`src/rtl/psd_pkg.sv`:
```
package psd_pkg;
  // Default widths of the three settings.
  localparam int unsigned DEF_NW = 4;
  localparam int unsigned DEF_PW = 8;
  localparam int unsigned DEF_SW = 6;

  // Prescaler modulus selection.
  typedef enum logic {
    MOD_FULL  = 1'b0,  // divide by N
    MOD_SHORT = 1'b1   // divide by N-1
  } psd_mod_e;
endpackage

```
`src/rtl/psd_prescaler.sv`:
```
module psd_prescaler
  import psd_pkg::*;
#(
  parameter int unsigned NW = DEF_NW
) (
  input  logic          clk,
  input  logic          rst,
  input  logic          load,
  input  logic [NW-1:0] load_n,
  input  psd_mod_e      load_mod,
  input  logic          run,
  input  psd_mod_e      next_mod,
  output logic          tick
);
  localparam logic [NW-1:0] ONE = NW'(1);

  logic [NW-1:0] n_q;
  logic [NW-1:0] cnt_q;
  logic [NW-1:0] next_len;

  always_comb begin
    next_len = (next_mod == MOD_SHORT) ? (n_q - ONE) : n_q;
  end

  always_ff @(posedge clk) begin
    if (rst) begin
      n_q   <= '0;
      cnt_q <= '0;
    end else if (load) begin
      n_q   <= load_n;
      cnt_q <= (load_mod == MOD_SHORT) ? (load_n - ONE) : load_n;
    end else if (run) begin
      if (cnt_q == ONE) cnt_q <= next_len;
      else              cnt_q <= cnt_q - ONE;
    end
  end

  assign tick = run && (cnt_q == ONE);

  // a running prescaler never holds a zero count
  a_r1_pre_nonzero: assert property (@(posedge clk) disable iff (rst)
    run |-> (cnt_q != '0));
endmodule

```
`src/rtl/psd_swallow.sv`:
```
module psd_swallow
  import psd_pkg::*;
#(
  parameter int unsigned SW = DEF_SW
) (
  input  logic          clk,
  input  logic          rst,
  input  logic          load,
  input  logic [SW-1:0] load_s,
  input  logic          run,
  input  logic          tick,
  output psd_mod_e      mod,
  output psd_mod_e      next_mod
);
  localparam logic [SW-1:0] ONE = SW'(1);

  logic [SW-1:0] left_q;

  always_ff @(posedge clk) begin
    if (rst) begin
      left_q <= '0;
    end else if (load) begin
      left_q <= load_s;
    end else if (run && tick && (left_q != '0)) begin
      left_q <= left_q - ONE;
    end
  end

  assign mod      = (left_q != '0) ? MOD_SHORT : MOD_FULL;
  assign next_mod = (left_q > ONE) ? MOD_SHORT : MOD_FULL;

  // the short modulus is released only by a prescaler period or a reload
  a_r2_release_on_tick: assert property (@(posedge clk) disable iff (rst)
    (mod == MOD_FULL) && ($past(mod) == MOD_SHORT) |-> $past(tick || load));
endmodule

```
`src/rtl/psd_main.sv`:
```
module psd_main
  import psd_pkg::*;
#(
  parameter int unsigned PW = DEF_PW
) (
  input  logic          clk,
  input  logic          rst,
  input  logic          load,
  input  logic [PW-1:0] load_p,
  input  logic          run,
  input  logic          tick,
  output logic          last
);
  localparam logic [PW-1:0] ONE = PW'(1);

  logic [PW-1:0] left_q;

  always_ff @(posedge clk) begin
    if (rst) begin
      left_q <= '0;
    end else if (load) begin
      left_q <= load_p;
    end else if (run && tick) begin
      left_q <= left_q - ONE;
    end
  end

  assign last = run && tick && (left_q == ONE);

  // while running the main count stays above zero
  a_r1_main_nonzero: assert property (@(posedge clk) disable iff (rst)
    run |-> (left_q != '0));
endmodule

```
`src/rtl/psd_divider.sv`:
```
module psd_divider
  import psd_pkg::*;
#(
  parameter int unsigned NW = DEF_NW,
  parameter int unsigned PW = DEF_PW,
  parameter int unsigned SW = DEF_SW
) (
  input  logic          clk,
  input  logic          rst,
  input  logic [NW-1:0] base_n,
  input  logic [PW-1:0] main_p,
  input  logic [SW-1:0] swal_s,
  output logic          div_pulse,
  output logic          cfg_err
);
  localparam logic [NW-1:0] MIN_N = NW'(2);

  logic     run_q;
  logic     err_q;
  logic     pulse_q;
  logic     legal;
  logic     reload;
  logic     tick;
  logic     period_end;
  psd_mod_e mod;
  psd_mod_e next_mod;
  psd_mod_e load_mod;

  always_comb begin
    legal    = (base_n >= MIN_N) && (int'(main_p) > int'(swal_s));
    load_mod = (swal_s != '0) ? MOD_SHORT : MOD_FULL;
    reload   = !run_q || period_end;
  end

  psd_prescaler #(.NW(NW)) u_pre (
    .clk      (clk),
    .rst      (rst),
    .load     (reload),
    .load_n   (base_n),
    .load_mod (load_mod),
    .run      (run_q),
    .next_mod (next_mod),
    .tick     (tick)
  );

  psd_swallow #(.SW(SW)) u_swl (
    .clk      (clk),
    .rst      (rst),
    .load     (reload),
    .load_s   (swal_s),
    .run      (run_q),
    .tick     (tick),
    .mod      (mod),
    .next_mod (next_mod)
  );

  psd_main #(.PW(PW)) u_main (
    .clk    (clk),
    .rst    (rst),
    .load   (reload),
    .load_p (main_p),
    .run    (run_q),
    .tick   (tick),
    .last   (period_end)
  );

  always_ff @(posedge clk) begin
    if (rst) begin
      run_q   <= 1'b0;
      err_q   <= 1'b0;
      pulse_q <= 1'b0;
    end else begin
      pulse_q <= period_end;
      if (reload) begin
        run_q <= legal;
        err_q <= !legal;
      end
    end
  end

  assign div_pulse = pulse_q;
  assign cfg_err   = err_q;

  // the output pulse never lasts two cycles
  a_r3_single_pulse: assert property (@(posedge clk) disable iff (rst)
    div_pulse |=> !div_pulse);

  // a held error state emits no pulse
  a_r4_quiet_on_err: assert property (@(posedge clk) disable iff (rst)
    (cfg_err && $past(cfg_err)) |-> !div_pulse);

  // a period closes only after all swallowed prescaler periods are used
  a_r1_end_unswallowed: assert property (@(posedge clk) disable iff (rst)
    period_end |-> (mod == MOD_FULL));

  // the error flag can rise only at a period boundary or while idle
  a_r6_err_at_boundary: assert property (@(posedge clk) disable iff (rst)
    (cfg_err && !$past(cfg_err)) |-> $past(!run_q || period_end));
endmodule

```
`config.mk`:
```
export PLATFORM = sky130hd
export DESIGN_NAME = psd_divider
export DESIGN_NICKNAME = d
export VERILOG_FILES = /design/src/rtl/psd_pkg.sv /design/src/rtl/psd_prescaler.sv /design/src/rtl/psd_swallow.sv /design/src/rtl/psd_main.sv /design/src/rtl/psd_divider.sv
export SDC_FILE = /design/constraint.sdc
export NUM_CORES = 1
export LEC_CHECK = 0
export BUFFER_PORTS_ARGS = -buffer_cell sky130_fd_sc_hd__buf_2
export CAP_MARGIN = 40
export CORE_MARGIN = 2
export CORE_UTILIZATION = 35
export DETAILED_ROUTE_END_ITERATION = 7
export PLACE_DENSITY = 0.53
export SYNTH_ARGS = -nofsm -noshare
export SYNTH_HDL_FRONTEND = slang
export SYNTH_HIERARCHICAL = 1
export SYNTH_SLANG_ARGS = --single-unit
export TNS_END_PERCENT = 10
```
`constraint.sdc`:
```
create_clock -name clk -period 8.8 [get_ports clk]
set_input_delay 1.76 -clock clk [delete_from_list [all_inputs] [get_ports clk]]
set_output_delay 1.76 -clock clk [all_outputs]
set_load 0.005 [all_outputs]
```
==> metrics.md <==
| Metric | Value |
|---|---|
| Met1 GRT Util | `0.204` |
| Die Y | `75.2 um` |
| WP buf/inv | `2` |
| Hold Path Stages | `2` |
| Syn nets | `242` |
| Clk sinks | `25` |
| Status | `completed` |
| Final Hold Fails | `0` |
| Crit path kind | `reg2reg` |
| Vias/cell | `5.16` |
| Crit path depth | `10` |
| # placed instances | `291` |
| Max Cap Viol | `0` |
| I/O Buffers | `21` |
| Setup TNS | `0 ns` |
| Startpoint types | `register` |
| Average wire per standard cell | `13.1 um` |
| Worst EP required | `8.95 ns` |
| Pwr dens | `153 nW/um^2` |
| R2r setup slk | `5.59 ns` |
| Post-CTS Hold Fix Bufs | `0` |
| I/O pin count | `22` |
| Total track usage | `0.151` |
| Number of CTS-inserted buffers | `3` |
| FP Rows | `25` |
| Sw Pwr | `102 uW` |
| Syn Area/Cell | `8.56 um^2` |
| Achievable Freq | `312 MHz` |
| Clk pwr share | `0.222` |
| Post-DP HPWL | `2940 um` |
| Root Buffer | `clkbuf_8` |
| Syn Inst Count | `207` |
| Layout area overhead | `12.6%` |
| Crit-path slowest cell | `dfxtp_1` |
| Final total power | `305 uW` |
| Final net count | `264` |
| Seq pwr share | `0.464` |
| M3 GR Usage | `0.0321` |
| Clock Latency Late Sink | `0.27 ns` |
| Max incr delay on CP | `0.41 ns` |
| Met2 usage | `0.246` |
| # Post-CTS Setup Buffers | `0` |
| Final Setup Violations | `0` |
| Setup ws final | `5.59 ns` |
| Hold Path Class | `reg2reg` |
| Core Region | `4820 um^2` |
| Critical path, cell by cell | `ha_1 -> nor3b_4 -> and2_1 -> nand2_1 -> nor4_1 -> nand2b_1 -> buf_4 -> clkinv_1 -> and4_1 -> a2111oi_0` |
| Combinational share of power | `0.314` |
| CTS tree | `built` |
| Final Slew Violations | `0` |
| Max transition margin | `0.631` |
| Pleak | `0.000832 uW` |
| Clock-pin slew on the worst setup and hold paths | `0.09 ns` |
| Ys Warns | `6` |
| ANT cells | `0` |
| Number of antenna violations at the first check in global routing | `0` |
| Vias in the first global route | `1468` |
| Die width | `75.2 um` |
| Int Power | `203 uW` |
| Drt pass-1 iters | `4` |
| Grt ovf | `0` |
| DRC Markers | `0` |
| First-pass GRT wire length | `6640 um` |
| Arrival time worst endpoint | `3.36 ns` |
| Fin crit period | `3.21 ns` |
| Final Non-Filler Cells | `295` |
| Pre-CTS setup slack | `5.58 ns` |
| Max IR drop VDD | `0.0796 mV` |
| Critical Path Fanout Max | `36` |
| Routed Antenna Nets | `0` |
| GR peak layer | `met2` |
| RSZ-0062 raised after global routing | `no` |
| Total number of vias | `1522` |
| Number of gates resized after CTS | `0` |
| Crit. End Element | `register` |
| Fraction of layout cells with a size suffix above 1 | `0.158` |
| Switching Fraction | `0.335` |
| Largest net degree at the start of global routing | `37` |
| Max Root-Sink Buffers | `2` |
| Reg2Reg Depth | `10` |
| Die Area | `5650 um^2` |
| Mapped cell area | `1770 um^2` |
| H-tree levels | `1` |
| Final WL | `3880 um` |
| Final critical-path share of the clock period | `0.364` |
| Slew @ Worst Pin | `0.554 ns` |
| Initial Util | `0.368` |
| Worst Skew | `0.00972 ns` |
| Largest delay share family, worst path | `simple AND/OR/NAND/NOR gates` |
| RD Place Congestion | `0.768` |
| DRT iter0 DRCs | `106` |
[worst min-delay path, cell delays in order, from the launching register on]
cell	delay [ns]
dfxtp_1	0.32
nor2_1	0.10
o21ai_1	0.07
[sequential cells by signal, indices dropped and copies added, names as in the netlist]
register,count
u_pre/cnt_q,4
u_main/left_q,8
div_pulse,1
u_swl/left_q,6
run_q,1
u_pre/n_q,4
cfg_err,1
[layout make-up]
class	instances	area [um^2]
flip-flops and latches	25	500
well taps	67	83.8
repair buffers	22	113
multi-input cells	152	1160
fillers	532	2820
inverters	25	93.8
clock buffers	4	45.0
[through the flow]
step | utilization | instance area (um^2) | hold WS [ns]
3_3_place_gp | 0.405 | 1950 | 0.520
6_report | 0.414 | 2000 | 0.530
3_5_place_dp | 0.405 | 1950 | 0.518
4_1_cts | 0.414 | 2000 | 0.533
2_1_floorplan | - | 1770 | 0.482
5_1_grt | 0.414 | 2000 | 0.572
[cell usage in the layout (no fill, tap or decap), types with 2 or more instances in the layout]
cell type and instances:
dfxtp_1 25, inv_1 24, buf_2 21, a21oi_1 15, ha_1 15, nor2_1 13, nand2_1 11, nor3_1 6
nor2b_1 6, a211oi_1 6, xor2_1 5, xnor2_1 5, mux2i_1 5, o21ai_0 4, nand3_1 3, nor4bb_1 3
o21ai_1 3, clkbuf_8 3, a211o_1 3, o21a_1 3, nand2b_1 2, nor4_1 2, and4_1 2, a311o_1 2
a311oi_1 2, and2_1 2, a31oi_1 2, o31ai_1 2, o41ai_1 2, o211ai_1 2
[power groups by stage]
| stage | registers [uW] | logic (uW) | clock network (uW) |
|---|---|---|---|
| floorplan | 141 | 73.8 | 0 |
| finish | 142 | 95.8 | 67.9 |
| CTS | 142 | 96.4 | 72.9 |
| detailed placement | 145 | 95.7 | 0 |
| global placement | 145 | 96.8 | 0 |
| global route | 144 | 109 | 75.9 |
[final timing paths]
| check | from | end |
|---|---|---|
| min reg2reg | u_swl/left_q[1] | u_swl/left_q[1] |
| max | u_pre/cnt_q[0] | u_main/left_q[5] |
| min | u_swl/left_q[1] | u_swl/left_q[1] |
| max reg2reg | u_pre/cnt_q[0] | u_main/left_q[5] |
[per-layer routing]
metal / vias up / part of all wire
li1: 803 / -
met1: 687 / 0.49
met2: 28 / 0.46
met3: 4 / 0.043
met4: 0 / 0.014
met5: - / 0
Power figures use the tool's default switching activity.
